**config.mk**
```make
export PLATFORM = sky130hd
export DESIGN_NAME = cmd_hdr_decoder
export DESIGN_NICKNAME = d
export VERILOG_FILES = /design/src/rtl/cmdhdr_pkg.sv /design/src/rtl/cmdhdr_hdr_decode.sv /design/src/rtl/cmdhdr_seq.sv /design/src/rtl/cmd_hdr_decoder.sv
export SDC_FILE = /design/constraint.sdc
export NUM_CORES = 1
export LEC_CHECK = 0
export ABC_AREA = 1
export BUFFER_PORTS_ARGS = -buffer_cell sky130_fd_sc_hd__buf_4
export CAP_MARGIN = 40
export CORE_ASPECT_RATIO = 1.2
export CORE_UTILIZATION = 40
export DETAILED_ROUTE_END_ITERATION = 10
export HOLD_SLACK_MARGIN = 0.05
export PLACE_DENSITY = 0.61
export SLEW_MARGIN = 10
export SYNTH_ARGS = -nofsm -noshare
export SYNTH_HDL_FRONTEND = slang
export SYNTH_SLANG_ARGS = --single-unit
```
**constraint.sdc**
```tcl
create_clock -name clk -period 6.92 [get_ports clk]
set_clock_uncertainty 0.15 [all_clocks]
set_input_delay 2.076 -clock clk [delete_from_list [all_inputs] [get_ports clk]]
set_output_delay 2.076 -clock clk [all_outputs]
set_load 0.03 [all_outputs]
```
**src/rtl/cmdhdr_pkg.sv**
```systemverilog
`timescale 1ns/1ps
package cmdhdr_pkg;

    localparam int WORD_W   = 32;
    localparam int TYPE_W   = 4;
    localparam int TYPE_LSB = 28;
    localparam int IDX_W    = 18;
    localparam int OPC_W    = 7;
    localparam int CNT_W    = 15;
    localparam int RCNT_W   = 7;
    localparam int NIBBLES  = WORD_W / 4;

    // Field placement: count/index of register-write, count/opcode of opcode header
    localparam int NFIELD = 4;
    localparam int FLD_LSB [NFIELD] = '{0, 8, 0, 16};
    localparam int FLD_W   [NFIELD] = '{RCNT_W, IDX_W, CNT_W, OPC_W};
    localparam int FLD_PAR [NFIELD] = '{7, 27, 15, 23};

    localparam logic [15:0] PAR_LUT = 16'h9669;

    typedef enum logic [1:0] {
        HK_REGW = 2'd0,
        HK_OPC  = 2'd1,
        HK_BAD  = 2'd2
    } hdr_kind_e;

    typedef enum logic [1:0] {
        ST_HDR  = 2'd0,
        ST_REGW = 2'd1,
        ST_OPC  = 2'd2,
        ST_SKIP = 2'd3
    } seq_state_e;

    typedef struct packed {
        hdr_kind_e          kind;
        logic               par_ok;
        logic [CNT_W-1:0]   count;
        logic [IDX_W-1:0]   index;
        logic [OPC_W-1:0]   opcode;
    } hdr_info_t;

    // Fold nibbles together, then pick the expected check bit out of the lookup constant
    function automatic logic odd_check_bit(input logic [WORD_W-1:0] v);
        logic [3:0] fold;
        fold = '0;
        for (int n = 0; n < NIBBLES; n++) begin
            fold = fold ^ v[n*4 +: 4];
        end
        return PAR_LUT[fold];
    endfunction

endpackage

```
**src/rtl/cmdhdr_hdr_decode.sv**
```systemverilog
`timescale 1ns/1ps
module cmdhdr_hdr_decode
    import cmdhdr_pkg::*;
#(
    parameter logic [TYPE_W-1:0] REGW_TYPE = 4'h4,
    parameter logic [TYPE_W-1:0] OPC_TYPE  = 4'h7
) (
    input  logic [WORD_W-1:0] word,
    output hdr_info_t         info
);

    logic [NFIELD-1:0] fld_ok;
    logic [TYPE_W-1:0] tcode;
    logic              unused_bits;

    assign tcode       = word[TYPE_LSB +: TYPE_W];
    assign unused_bits = ^word[26:24];

    for (genvar g = 0; g < NFIELD; g++) begin : g_fld
        logic [WORD_W-1:0] fval;
        assign fval      = WORD_W'(word[FLD_LSB[g] +: FLD_W[g]]);
        assign fld_ok[g] = (odd_check_bit(fval) == word[FLD_PAR[g]]);
    end

    always_comb begin
        info        = '0;
        info.index  = word[8 +: IDX_W];
        info.opcode = word[16 +: OPC_W];
        if (tcode == REGW_TYPE) begin
            info.kind   = HK_REGW;
            info.count  = CNT_W'(word[RCNT_W-1:0]);
            info.par_ok = fld_ok[0] & fld_ok[1];
        end else if (tcode == OPC_TYPE) begin
            info.kind   = HK_OPC;
            info.count  = word[CNT_W-1:0];
            info.par_ok = fld_ok[2] & fld_ok[3];
        end else begin
            info.kind   = HK_BAD;
            info.count  = '0;
            info.par_ok = 1'b0;
        end
    end

endmodule

```
**src/rtl/cmdhdr_seq.sv**
```systemverilog
`timescale 1ns/1ps
module cmdhdr_seq
    import cmdhdr_pkg::*;
(
    input  logic              clk,
    input  logic              rst,
    input  logic              acc,
    input  logic [WORD_W-1:0] word,
    input  hdr_info_t         info,
    output logic              wr_valid,
    output logic [IDX_W-1:0]  wr_index,
    output logic [WORD_W-1:0] wr_data,
    output logic              op_hdr_valid,
    output logic [OPC_W-1:0]  op_code,
    output logic [CNT_W-1:0]  op_count,
    output logic              op_valid,
    output logic [CNT_W-1:0]  op_pos,
    output logic [WORD_W-1:0] op_data,
    output logic              op_last,
    output logic              err_parity,
    output logic              err_type
);

    seq_state_e       state;
    logic [CNT_W-1:0] remain;
    logic [CNT_W-1:0] offs;
    logic [IDX_W-1:0] base_idx;
    logic             last_word;

    assign last_word = (remain == CNT_W'(1));

    always_ff @(posedge clk) begin
        if (rst) begin
            state        <= ST_HDR;
            remain       <= '0;
            offs         <= '0;
            base_idx     <= '0;
            wr_valid     <= 1'b0;
            wr_index     <= '0;
            wr_data      <= '0;
            op_hdr_valid <= 1'b0;
            op_code      <= '0;
            op_count     <= '0;
            op_valid     <= 1'b0;
            op_pos       <= '0;
            op_data      <= '0;
            op_last      <= 1'b0;
            err_parity   <= 1'b0;
            err_type     <= 1'b0;
        end else begin
            wr_valid     <= 1'b0;
            op_valid     <= 1'b0;
            op_hdr_valid <= 1'b0;
            if (acc) begin
                unique case (state)
                    ST_HDR: begin
                        remain <= info.count;
                        offs   <= '0;
                        if (info.kind == HK_BAD) begin
                            err_type <= 1'b1;
                        end else if (!info.par_ok) begin
                            err_parity <= 1'b1;
                            if (info.count != '0) state <= ST_SKIP;
                        end else if (info.kind == HK_REGW) begin
                            base_idx <= info.index;
                            if (info.count != '0) state <= ST_REGW;
                        end else begin
                            op_hdr_valid <= 1'b1;
                            op_code      <= info.opcode;
                            op_count     <= info.count;
                            if (info.count != '0) state <= ST_OPC;
                        end
                    end
                    ST_REGW: begin
                        wr_valid <= 1'b1;
                        wr_index <= base_idx + IDX_W'(offs);
                        wr_data  <= word;
                        offs     <= offs + CNT_W'(1);
                        remain   <= remain - CNT_W'(1);
                        if (last_word) state <= ST_HDR;
                    end
                    ST_OPC: begin
                        op_valid <= 1'b1;
                        op_pos   <= offs;
                        op_data  <= word;
                        op_last  <= last_word;
                        offs     <= offs + CNT_W'(1);
                        remain   <= remain - CNT_W'(1);
                        if (last_word) state <= ST_HDR;
                    end
                    default: begin
                        remain <= remain - CNT_W'(1);
                        if (last_word) state <= ST_HDR;
                    end
                endcase
            end
        end
    end

endmodule

```
**src/rtl/cmd_hdr_decoder.sv**
```systemverilog
`timescale 1ns/1ps
module cmd_hdr_decoder
    import cmdhdr_pkg::*;
#(
    parameter logic [TYPE_W-1:0] REGW_TYPE = 4'h4,
    parameter logic [TYPE_W-1:0] OPC_TYPE  = 4'h7
) (
    input  logic              clk,
    input  logic              rst,
    input  logic              in_valid,
    output logic              in_ready,
    input  logic [WORD_W-1:0] in_word,
    output logic              wr_valid,
    output logic [IDX_W-1:0]  wr_index,
    output logic [WORD_W-1:0] wr_data,
    output logic              op_hdr_valid,
    output logic [OPC_W-1:0]  op_code,
    output logic [CNT_W-1:0]  op_count,
    output logic              op_valid,
    output logic [CNT_W-1:0]  op_pos,
    output logic [WORD_W-1:0] op_data,
    output logic              op_last,
    output logic              err_parity,
    output logic              err_type
);

    hdr_info_t info;
    logic      acc;

    assign in_ready = ~rst;
    assign acc      = in_valid & in_ready;

    cmdhdr_hdr_decode #(
        .REGW_TYPE (REGW_TYPE),
        .OPC_TYPE  (OPC_TYPE)
    ) u_decode (
        .word (in_word),
        .info (info)
    );

    cmdhdr_seq u_seq (
        .clk          (clk),
        .rst          (rst),
        .acc          (acc),
        .word         (in_word),
        .info         (info),
        .wr_valid     (wr_valid),
        .wr_index     (wr_index),
        .wr_data      (wr_data),
        .op_hdr_valid (op_hdr_valid),
        .op_code      (op_code),
        .op_count     (op_count),
        .op_valid     (op_valid),
        .op_pos       (op_pos),
        .op_data      (op_data),
        .op_last      (op_last),
        .err_parity   (err_parity),
        .err_type     (err_type)
    );

endmodule

```
==> impl_metrics.py <==
metrics = {
    "floorplanning": {
        "initial_core_util": 0.4082,
        "rows": 57,
        "dieWidth_um": 133.5,
        "die_h_um": 159.8,
        "pin_count": 161,
        "die-area_um2": 21330,
        "design.core.area_um2": 20330,
    },
    "route": {
        "finalWirelength_mm": 23.84,
        "drc": 0,
        "wl_per_cell_um": 15.03,
        "top_layer": "met4",
        "first_iter_violations": 446,
        "first_pass_iters": 5,
        "via_per_inst": 4.897,
        "wl_met3_um": 874,
        "wl_met1_mm": 10.68,
        "via_count": 7767,
        "final_antenna_net_count": 0,
        "wl_met2_mm": 11.64,
    },
    "power": {
        "total_power_mw": 2.188,
        "vdd_drop_max_uv": 166.8,
        "power.leakage_nw": 4.923,
        "p_per_area_nw_per_um2": 212.9,
    },
    "setup_path": {
        "r2r-start": "u_seq.base_idx[0]$_SDFFE_PP0P_",
        "path_delay_family": "buffers and inverters",
        "cp.arrival_ns": 3.10,
        "startpoint_type": "primary input",
        "reg2reg_to": "u_seq.wr_index[16]$_SDFFE_PP0P_",
        "worstSetupEndpointType": "output port",
        "critPathRequiredTime_ns": 4.69,
        "slowest_delay_ns": 0.53,
        "crit_type": "in -> out",
        "critPathMaxFanout": 64,
        "slowest_stage": "inv_4",
        "reg2reg_depth": 12,
        "reg2reg_slack_ns": 4.40,
        "cp_common_cell": "buf_4",
        "crit_chain": "buf_4 -> inv_4 -> buf_4",
        "cp.buffers_inverters": 3,
    },
    "min_path": {
        "worstHoldEndpoint": "u_seq.op_count[0]$_SDFFE_PP0P_",
        "hold_path_class": "reg -> reg",
        "hold_start": "u_seq.op_count[0]$_SDFFE_PP0P_",
        "min_path_cells": 2,
    },
    "global_route": {
        "grt_pass1_vias": 7118,
        "antenna_found_initial": 0,
        "grt_overflow": 0,
        "grt_start_max_net_pins": 80,
        "grt_pass1_wl_mm": 37.77,
        "grt_usage": 0.2263,
    },
    "cts": {
        "cts.repair.resized": 0,
        "cts_max_level": 4,
        "tritoncts": "yes",
        "ctsHoldBuffers": 0,
        "root_buffer": "clkbuf_16",
        "clk_pin_slew_ns": 0.07,
        "cts_sinks": 175,
        "post-cts-setup-buffers": 0,
        "clockBufferDepth": 2,
        "clock_latency_ns": 0.43,
        "cts_buffers": 17,
    },
    "timing": {
        "slew_headroom": 0.4675,
        "drv_slew": 0,
        "fin_crit_ns": 5.325,
        "period_share": 0.7694,
        "final_hold_viol_count": 0,
        "tightest_slew_ns": 0.7988,
        "fin_ws_ns": 1.595,
        "setup_violations": 0,
        "fin_setup_tns_ns": 0,
        "max_freq_ghz": 0.1878,
        "rsz0062_at_grt": "no",
    },
    "job": {
        "cap_violations": 0,
    },
    "logic_synthesis": {
        "ys_ff_latch": 175,
        "ys_warn_count": 0,
        "synth_cell_types": 51,
        "netlist_area_um2": 8298,
        "async_flop_share": 0,
        "netlist_instances": 1170,
        "synth_nets": 1228,
        "synth_enable_flop_cells": 0,
        "synth-main-ff-cell": "dfxtp_1",
        "ys_seq_area_frac": 0.4222,
        "avgSynthCellArea_um2": 7.092,
    },
    "place": {
        "pre_cts_slack_ns": 1.578,
        "place_hpwl_mm": 17.45,
        "placed_cell_area_um2": 9689,
        "gp_congestion": 0.8949,
        "io_buffers": 160,
    },
    "final_layout": {
        "layout-drive-gt1-share": 0.1734,
        "area_delta_synth_final_pct": 23.85,
        "final_cell_area_um2": 10280,
        "num_antenna_cells": 0,
        "nets": 1366,
        "layout_common_cells": "nand2_1 (249), dfxtp_1 (175), buf_4 (165)",
        "final_common_cell": "nand2_1",
    },
    "status": {
        "status": "completed",
    },
}
## registers in the layout, summed over array words and instances, names as in the netlist
signal and cells:
u_seq.err_parity 1, u_seq.op_data 32, u_seq.remain 15, u_seq.offs 15
u_seq.err_type 1, u_seq.op_last 1, u_seq.op_pos 15, u_seq.wr_valid 1
u_seq.op_code 7, u_seq.state 2, u_seq.wr_data 32, u_seq.wr_index 18
u_seq.op_valid 1, u_seq.base_idx 18, u_seq.op_hdr_valid 1, u_seq.op_count 15
## through the flow
| step | std cells | hold WS [ns] | utilization |
|---|---|---|---|
| 2_1_floorplan | 1170 | 0.2995 | - |
| 3_3_place_gp | 1553 | 0.2853 | 0.4753 |
| 3_5_place_dp | 1554 | 0.2864 | 0.4767 |
| 4_1_cts | 1586 | 0.2985 | 0.5056 |
| 5_1_grt | 1586 | 0.3190 | 0.5056 |
| 6_report | 1586 | 0.2951 | 0.5056 |
## tightest hold or removal path: cells and delay by family (launching register included)
kind,cells,cell delay (ns)
AOI/OAI and AO/OA,1,0.05
buffers and inverters,1,0.05
DFF,1,0.31
## cells by family after synthesis
logic type | synth area share
DFF | 0.4222
buffers and inverters | 0.09816
and+or+nand+nor | 0.2848
AOI/OAI and AO/OA | 0.1259
adders and majority gates | 0.03558
xor gates and xnor gates | 0.03332
## metal layers
metal | global-route usage | up-vias
met5 | 0 | -
met2 | 0.3842 | 182
li1 | - | 4035
met1 | 0.2857 | 3519
met4 | 0.09091 | 0
met3 | 0.03397 | 31
## area by class of cell
type	instances	area, µm²
Clock buffer	18	429.2
Clock inverter	14	158.9
Fill cell	2044	10050
Inverter	160	603.1
Multi-Input combinational cell	788	3985
Sequential cell	175	3503
Tap cell	265	331.6
Timing Repair Buffer	166	1266
## worst max-delay path by stage
| stage | to | start | cells after the start |
|---|---|---|---|
| after floorplan | in_ready | rst | 4 |
| after global placement | in_ready | rst | 3 |
| after detailed placement | in_ready | rst | 3 |
| after CTS | in_ready | rst | 3 |
| after global routing | in_ready | rst | 3 |
| final | in_ready | rst | 3 |
## where the power goes
| part | switching [mW] | leakage (nW) | total, mW | internal, mW |
|---|---|---|---|---|
| Clock | 0.423 | 0.284 | 0.961 | 0.538 |
| Combinational | 0.136 | 3.23 | 0.203 | 0.0668 |
| Sequential | 0.00732 | 1.41 | 1.02 | 1.02 |
## Yosys cell counts, types with 2 or more instances
cell      count  share of area
buf_1         4         0.0018
nor4_1        5         0.0038
a211oi_1      2         0.0018
a221oi_1      2         0.0021
inv_1       156          0.071
nand3b_1      2         0.0018
ha_1         22          0.033
o21bai_1      2         0.0018
nor2_4        2         0.0027
inv_2         2        0.00091
nand2_2      12         0.0090
nor3_1        8         0.0048
buf_2         3         0.0018
o21a_1        3         0.0027
buf_6         4         0.0054
nor3_2        2         0.0024
nand3_1     135          0.081
a21o_1        2         0.0018
nor2_1      108          0.049
nor3b_1       2         0.0018
o21ai_0     100          0.060
dfxtp_1     175           0.42
a31oi_1      12         0.0090
xnor2_1      12          0.013
clkinv_1      2        0.00091
nand2_1     251           0.11
a21oi_1      41          0.025
clkbuf_1     35          0.016
o21ai_1      21          0.013
nand4_1       5         0.0038
xor2_2        2         0.0039
xor2_1       14          0.015
or2_1         2         0.0015
or2_2         3         0.0023
No activity file was read; power rests on OpenSTA's default activity.
